===== src/rtl/tlb_lru_pkg.sv =====
package tlb_lru_pkg;

   // number of entry pairs tracked by the order field
   function automatic int pair_count(input int n);
      return (n * (n - 1)) / 2;
   endfunction

   // field bit holding the relative order of entries lo < hi;
   // pairs are listed lexicographically starting at the field MSB
   function automatic int pair_bit(input int lo, input int hi, input int n);
      int pos;
      pos = 0;
      for (int a = 0; a < lo; a++) pos += n - 1 - a;
      pos += hi - lo - 1;
      return pair_count(n) - 1 - pos;
   endfunction

endpackage


===== src/rtl/lru_use_mask.sv =====
module lru_use_mask
   import tlb_lru_pkg::*;
#(
   parameter int ENTRIES = 4,
   parameter int IDX_W   = $clog2(ENTRIES),
   parameter int FIELD_W = (ENTRIES * (ENTRIES - 1)) / 2
) (
   input  logic [IDX_W-1:0]   touch_idx,
   output logic [FIELD_W-1:0] and_mask,
   output logic [FIELD_W-1:0] or_mask
);

   // a pair bit of 1 means the higher entry was used after the lower one
   for (genvar lo = 0; lo < ENTRIES; lo++) begin : g_lo
      for (genvar hi = lo + 1; hi < ENTRIES; hi++) begin : g_hi
         localparam int B = pair_bit(lo, hi, ENTRIES);
         assign and_mask[B] = (touch_idx != IDX_W'(lo));
         assign or_mask[B]  = (touch_idx == IDX_W'(hi));
      end
   end

endmodule


===== src/rtl/lru_victim_decode.sv =====
module lru_victim_decode
   import tlb_lru_pkg::*;
#(
   parameter int ENTRIES = 4,
   parameter int IDX_W   = $clog2(ENTRIES),
   parameter int FIELD_W = (ENTRIES * (ENTRIES - 1)) / 2
) (
   input  logic [FIELD_W-1:0] order_field,
   output logic [ENTRIES-1:0] entry_match,
   output logic [IDX_W-1:0]   victim_idx,
   output logic               state_bad
);

   // entry k is oldest when every pair that includes it says the other was later
   for (genvar k = 0; k < ENTRIES; k++) begin : g_entry
      logic oldest_k;
      always_comb begin
         oldest_k = 1'b1;
         for (int a = 0; a < ENTRIES; a++) begin
            if (a < k) begin
               if (order_field[pair_bit(a, k, ENTRIES)]) oldest_k = 1'b0;
            end else if (a > k) begin
               if (!order_field[pair_bit(k, a, ENTRIES)]) oldest_k = 1'b0;
            end
         end
      end
      assign entry_match[k] = oldest_k;
   end

   // lowest index wins
   always_comb begin
      victim_idx = '0;
      state_bad  = 1'b1;
      for (int k = ENTRIES - 1; k >= 0; k--) begin
         if (entry_match[k]) begin
            victim_idx = IDX_W'(k);
            state_bad  = 1'b0;
         end
      end
   end

endmodule


===== src/rtl/lru_state_reg.sv =====
module lru_state_reg #(
   parameter int          REG_W       = 32,
   parameter int          FIELD_LSB   = 26,
   parameter int          FIELD_W     = 6,
   parameter logic [31:0] RESET_VALUE = 32'h0
) (
   input  logic               clk,
   input  logic               rst_n,
   input  logic               wr_en,
   input  logic [REG_W-1:0]   wr_data,
   input  logic               upd_en,
   input  logic [FIELD_W-1:0] and_mask,
   input  logic [FIELD_W-1:0] or_mask,
   output logic [REG_W-1:0]   q
);

   localparam int FIELD_MSB = FIELD_LSB + FIELD_W - 1;

   always_ff @(posedge clk) begin
      if (!rst_n) begin
         q <= RESET_VALUE[REG_W-1:0];
      end else if (wr_en) begin
         q <= wr_data;
      end else if (upd_en) begin
         q[FIELD_MSB:FIELD_LSB] <= (q[FIELD_MSB:FIELD_LSB] & and_mask) | or_mask;
      end
   end

endmodule


===== src/rtl/tlb_lru_tracker.sv =====
module tlb_lru_tracker #(
   parameter int          ENTRIES     = 4,
   parameter int          REG_W       = 32,
   parameter int          FIELD_LSB   = 26,
   parameter logic [31:0] RESET_VALUE = 32'h0,
   localparam int         IDX_W       = $clog2(ENTRIES)
) (
   input  logic             clk,
   input  logic             rst_n,
   input  logic             csr_wr_en,
   input  logic [REG_W-1:0] csr_wr_data,
   input  logic             touch_valid,
   input  logic [IDX_W-1:0] touch_idx,
   output logic [REG_W-1:0] csr_q,
   output logic [IDX_W-1:0] victim_idx,
   output logic             state_bad
);

   localparam int FIELD_W   = (ENTRIES * (ENTRIES - 1)) / 2;
   localparam int FIELD_MSB = FIELD_LSB + FIELD_W - 1;

   if (ENTRIES < 2) begin : g_bad_entries
      $error("tlb_lru_tracker: ENTRIES must be at least 2");
   end
   if (FIELD_MSB >= REG_W) begin : g_bad_field
      $error("tlb_lru_tracker: order field does not fit in the register");
   end
   if (REG_W > 32) begin : g_bad_width
      $error("tlb_lru_tracker: REG_W above 32 is not supported");
   end

   logic [FIELD_W-1:0] and_mask;
   logic [FIELD_W-1:0] or_mask;
   logic [ENTRIES-1:0] entry_match;

   lru_use_mask #(.ENTRIES(ENTRIES), .IDX_W(IDX_W), .FIELD_W(FIELD_W)) mask_i (
      .touch_idx (touch_idx),
      .and_mask  (and_mask),
      .or_mask   (or_mask)
   );

   lru_state_reg #(
      .REG_W(REG_W), .FIELD_LSB(FIELD_LSB), .FIELD_W(FIELD_W), .RESET_VALUE(RESET_VALUE)
   ) state_i (
      .clk      (clk),
      .rst_n    (rst_n),
      .wr_en    (csr_wr_en),
      .wr_data  (csr_wr_data),
      .upd_en   (touch_valid),
      .and_mask (and_mask),
      .or_mask  (or_mask),
      .q        (csr_q)
   );

   lru_victim_decode #(.ENTRIES(ENTRIES), .IDX_W(IDX_W), .FIELD_W(FIELD_W)) dec_i (
      .order_field (csr_q[FIELD_MSB:FIELD_LSB]),
      .entry_match (entry_match),
      .victim_idx  (victim_idx),
      .state_bad   (state_bad)
   );

endmodule


===== config.mk =====
export PLATFORM = sky130hd
export DESIGN_NAME = tlb_lru_tracker
export DESIGN_NICKNAME = d
export VERILOG_FILES = /design/src/rtl/tlb_lru_pkg.sv /design/src/rtl/lru_use_mask.sv /design/src/rtl/lru_victim_decode.sv /design/src/rtl/lru_state_reg.sv /design/src/rtl/tlb_lru_tracker.sv
export SDC_FILE = /design/constraint.sdc
export NUM_CORES = 1
export LEC_CHECK = 0
export BUFFER_PORTS_ARGS = -buffer_cell sky130_fd_sc_hd__buf_4
export CAP_MARGIN = 10
export CELL_PAD_IN_SITES_DETAIL_PLACEMENT = 1
export CELL_PAD_IN_SITES_GLOBAL_PLACEMENT = 1
export CORE_MARGIN = 2
export CORE_UTILIZATION = 34
export CTS_BUF_LIST = sky130_fd_sc_hd__clkbuf_16
export DETAILED_ROUTE_END_ITERATION = 6
export GPL_TIMING_DRIVEN = 0
export HOLD_SLACK_MARGIN = 0.03
export PLACE_DENSITY = 0.87
export SLEW_MARGIN = 20
export SYNTH_ARGS = -nofsm -noshare
export SYNTH_HDL_FRONTEND = slang
export SYNTH_SLANG_ARGS = --single-unit

===== constraint.sdc =====
create_clock -name clk -period 3.5 [get_ports clk]
set_clock_uncertainty 0.15 [all_clocks]
set_input_delay 0.7 -clock clk [delete_from_list [all_inputs] [get_ports clk]]
set_output_delay 0.7 -clock clk [all_outputs]
set_load 0.05 [all_outputs]

# [Word level (Yosys, flattened, before mapping)]
# Index checks and enable logic that the tools add are counted.
[totals] reg_bits=32 input_bits=38 output_inout_bits=35 elab_cells=33
[classes] eq_ne=5 mux=22 bitwise=2 reduce_logical=2
[op_table] operator="$mux 1" count=16
[op_table] operator="$mux 6" count=2
[op_table] operator="$mux 2" count=4
[op_table] operator="$and 6x6->6" count=1
[op_table] operator="$or 6x6->6" count=1
[op_table] operator="$eq 2x2->1 const B" count=2
[op_table] operator="$reduce_bool 2->1" count=2
[op_table] operator="$eq 2x1->1 const B" count=1
[op_table] operator="$ne 2x1->1 const B" count=1
[op_table] operator="$ne 2x2->1 const B" count=1

# [Longest topological paths before layout]
[depth] word_depth=7 depth_mapped=4 mapped_depth_nobuf=3

# [Cells and area by module]
# From an unflattened synthesis, not the netlist that was laid out.
[unflattened] cells_unflattened=140 area_unflattened_um2=1457.6
[by_module_without_submodules] mod="lru_state_reg" instances=1 cells_per_inst=117 area_each_um2=1277.5 seq_area_each_um2=640.6
[by_module_without_submodules] mod="lru_victim_decode" instances=1 cells_per_inst=11 area_each_um2=96.3 seq_area_each_um2=0.0
[by_module_without_submodules] mod="lru_use_mask" instances=1 cells_per_inst=12 area_each_um2=83.8 seq_area_each_um2=0.0

# [Worst setup path after synthesis]
# No wires, ideal clock.
[synth_path] path_type="register to output" from="register state_i.q[29]" to="output state_bad" arrival_ns=1.962 required_ns=2.650 setup_slack_ns=0.688 stages_incl_launch_ff=4 n_path_buf=0 path_cell_list="dfxtp_1 > or3_1 > nand2_1 > nor2_1"
[synth_via] elab_chain_len=7 word_cells_on_any_way=8 classes_between="mux: 8"
[synth_lines] element="from (decl)" line_no="lru_state_reg.sv:14" source="output logic [REG_W-1:0] q"
[synth_lines] element="from (signal assigned)" line_no="lru_state_reg.sv:21" source="q <= RESET_VALUE[REG_W-1:0];"
[synth_lines] element="from (signal assigned)" line_no="lru_state_reg.sv:23" source="q <= wr_data;"
[synth_lines] element="from (signal, indexed assignment)" line_no="lru_state_reg.sv:25" source="q[FIELD_MSB:FIELD_LSB] <= (q[FIELD_MSB:FIELD_LSB] & and_mask) | or_mask;"
[synth_lines] element="$mux 1 (3 in series)" line_no="lru_victim_decode.sv:21" source="if (order_field[pair_bit(a, k, ENTRIES)]) oldest_k = 1'b0;"
[synth_lines] element="$mux 1 (3 in series)" line_no="lru_victim_decode.sv:35" source="if (entry_match[k]) begin"
[synth_lines] element="$mux 1 *" line_no="lru_victim_decode.sv:35"
[synth_lines] element="to (decl)" line_no="tlb_lru_tracker.sv:16" source="output logic state_bad"
# Mark *: on every way between the ends. The rest lies on a longest branch, timed or not.

# [Worst setup path after layout]
# Ends and elaborated chain as after synthesis.

==> flow_summary.json <==
{
  "slew_viol_final": 0,
  "die_w_um": 66.10,
  "routedWlPerCell_um": 14.53,
  "fin_setup_tns_ns": 0,
  "io_pins": 73,
  "holdPathStages": 2,
  "max-slew-margin-rel_pct": 75.66,
  "finalCritPeriodShare_pct": 62.71,
  "seqCellArea_um2": 640.6,
  "portBuffers": 71,
  "internal_power_mw": 0.7386,
  "start_util_pct": 35.55,
  "avgSynthCellArea_um2": 10.49,
  "cts.clk_slew.worst_paths_ns": 0.05,
  "power.switching_mw": 0.3095,
  "highest_layer": "met4",
  "drt-total-wl_um": 3648,
  "run_status": "finished clean",
  "met1Wirelength_um": 1346,
  "worstHoldPathType": "reg2reg",
  "netlist_area_um2": 1311,
  "nNetsFinal": 241,
  "critPathKind": "reg2out",
  "tightest_slew_ns": 0.3651,
  "arrival_ns": 1.34,
  "drtPass1Iterations": 4,
  "grt_overflow": 0,
  "cts_tree": "built",
  "setup_viol": 0,
  "syn-num-nets": 163,
  "rows": 22,
  "cts_buffers": 5,
  "gp_congestion": 0.7368,
  "final_cells": 251,
  "yosys_warnings": 0,
  "final_core_util_pct": 55.22,
  "syn_to_final_growth_pct": 55.34,
  "dr_wl_met2_um": 1956,
  "power_mw": 1.048,
  "p_comb_share_pct": 23.9,
  "die_area_um2": 4369,
  "final_hold_viol_count": 0,
  "clk_path_buf_depth": 2,
  "rsz0062_at_grt": "no",
  "drc": 0,
  "synth-seq-area-share_pct": 48.85,
  "grt_pass1_wl_um": 5713,
  "crit_start": "state_i.q[29]",
  "cp.required_ns": 2.65,
  "post-route-min-period_ns": 2.195,
  "cts.sinks": 32,
  "p_sw_share_pct": 29.53,
  "r2r-start": "state_i.q[29]",
  "grt_max_degree": 11,
  "clock_latency_ns": 0.27,
  "placed_cells": 244,
  "min_from": "state_i.q[18]",
  "endpoint_kind": "output pin",
  "wl_met3_um": 309,
  "post-cts-setup-buffers": 0,
  "power.density_nw_per_um2": 514.6,
  "die_y_um": 66.10,
  "ys_ff_latch": 32,
  "core_um2": 3689,
  "ctsResizeCount": 0,
  "reg2reg_depth": 3,
  "drtAntennaViolNets": 0,
  "antennaDiodeCount": 0,
  "crit_fanout": 5,
  "nFillCells": 425,
  "via_per_inst": 4.757,
  "critPathLaunchType": "flop",
  "fmax_mhz": 455.6,
  "synth.distinct_cells": 21,
  "whs_endpoint": "state_i.q[18]",
  "p_leak_nw": 0.9907,
  "root_buffer": "clkbuf_16",
  "drive_gt1_share_pct": 39.90,
  "synth_cells": 125,
  "vdd_drop_max_uv": 330.3,
  "grt_pass1_vias": 1234,
  "ctsHoldBuffers": 0,
  "worstReg2RegEnd": "state_i.q[29]",
  "hpwl_um": 2809,
  "multi_input_comb_area_um2": 621.8,
  "rrSetupSlack_ns": 2.42,
  "first_iter_violations": 15,
  "power_frac_clock_pct": 37.5,
  "num_vias": 1194,
  "cap_violations": 0,
  "seq_power_share_pct": 38.6,
  "grt_antenna_before_repair": 0,
  "ctsHtreeMaxLevel": 2,
  "grtUsageTotal_pct": 17.50
}
-- cell usage after synthesis, drive strengths merged --
library cell | instances | area, um^2
inv | 1 | 3.750
or3 | 1 | 6.260
buf | 3 | 33.78
nand2 | 5 | 18.77
a221oi | 1 | 15.01
clkbuf | 3 | 11.26
and3 | 1 | 6.260
a21oi | 8 | 40.04
and2b | 2 | 15.01
a21o | 1 | 7.510
nand2b | 1 | 6.260
nor2 | 3 | 11.26
o21ai | 7 | 35.03
mux2i | 28 | 280.3
nand3b | 1 | 7.510
a32o | 1 | 10.01
dfxtp | 32 | 640.6
nor2b | 26 | 162.7
-- routing by layer --
metal	track usage (%)	up-vias
met4	5.357	0
met2	32.38	51
met1	17.92	557
met3	6.814	4
li1	-	582
met5	0	-
-- per-stage QoR --
step                worst slack (ns)  hold slack (ns)  instance area (um^2)
floorplan                     0.6876           0.5929                  1311
global placement               1.603           0.3471                  1904
detailed placement             1.593           0.3605                  1904
CTS                            1.296           0.3774                  2037
global route                   1.227           0.3968                  2037
finish                         1.305           0.3701                  2037
-- power groups by stage --
stage | logic [mW] | registers [mW] | clock network, mW
5_1_grt | 0.265 | 0.407 | 0.428
3_5_place_dp | 0.252 | 0.411 | 0
2_1_floorplan | 0.0803 | 0.488 | 0
3_3_place_gp | 0.245 | 0.409 | 0
4_1_cts | 0.253 | 0.405 | 0.407
6_report | 0.250 | 0.405 | 0.393
-- cells in the final DEF (no fill, tap or decap) --
cell type / n
and2b_1: 2
dfxtp_1: 32
mux2i_1: 28
a21oi_1: 8
a32o_1: 1
nor2b_1: 26
o21ai_1: 5
inv_2: 1
or3_1: 1
buf_6: 1
o21ai_0: 2
nand2b_1: 1
nor2_1: 3
buf_4: 72
clkbuf_16: 5
clkinv_1: 2
and3_1: 1
buf_8: 1
nand3b_1: 1
nand2_1: 5
clkbuf_1: 3
a21o_1: 1
a221oi_2: 1
-- area by class of cell --
class,count,area share (%)
Multi-Input combinational cell,86,30.53
Inverter,1,0.1843
Clock buffer,5,6.143
Timing Repair Buffer,71,26.17
Tap cell,48,2.948
Buffer,6,2.211
Sequential cell,32,31.45
Clock inverter,2,0.3686
-- worst max-delay path, cell delays in order (launching register included) --
cell     delay, ns
dfxtp_1       0.35
or3_1         0.40
nand2_1       0.10
nor2_1        0.05
buf_4         0.18
-- worst max path at each step --
stage                           end  slack, ns  cells after the start
after floorplan           state_bad       0.69                      3
after global placement    state_bad       1.60                      4
after detailed placement  state_bad       1.59                      4
after CTS                 state_bad       1.30                      4
after global routing      state_bad       1.23                      4
final                     state_bad       1.31                      4
-- kinds of logic (layout without fill, tap and decap cells) --
| family | count (synthesis) | count (layout) | share of synthesized area, % |
|---|---|---|---|
| multiplexers | 28 | 28 | 21.37 |
| buffers and inverters | 7 | 85 | 3.721 |
| flip-flops | 32 | 32 | 48.85 |
| AND/OR/NAND/NOR | 40 | 40 | 17.84 |
| AO/OA/AOI/OAI | 18 | 18 | 8.206 |
Power figures use the tool's default switching activity.
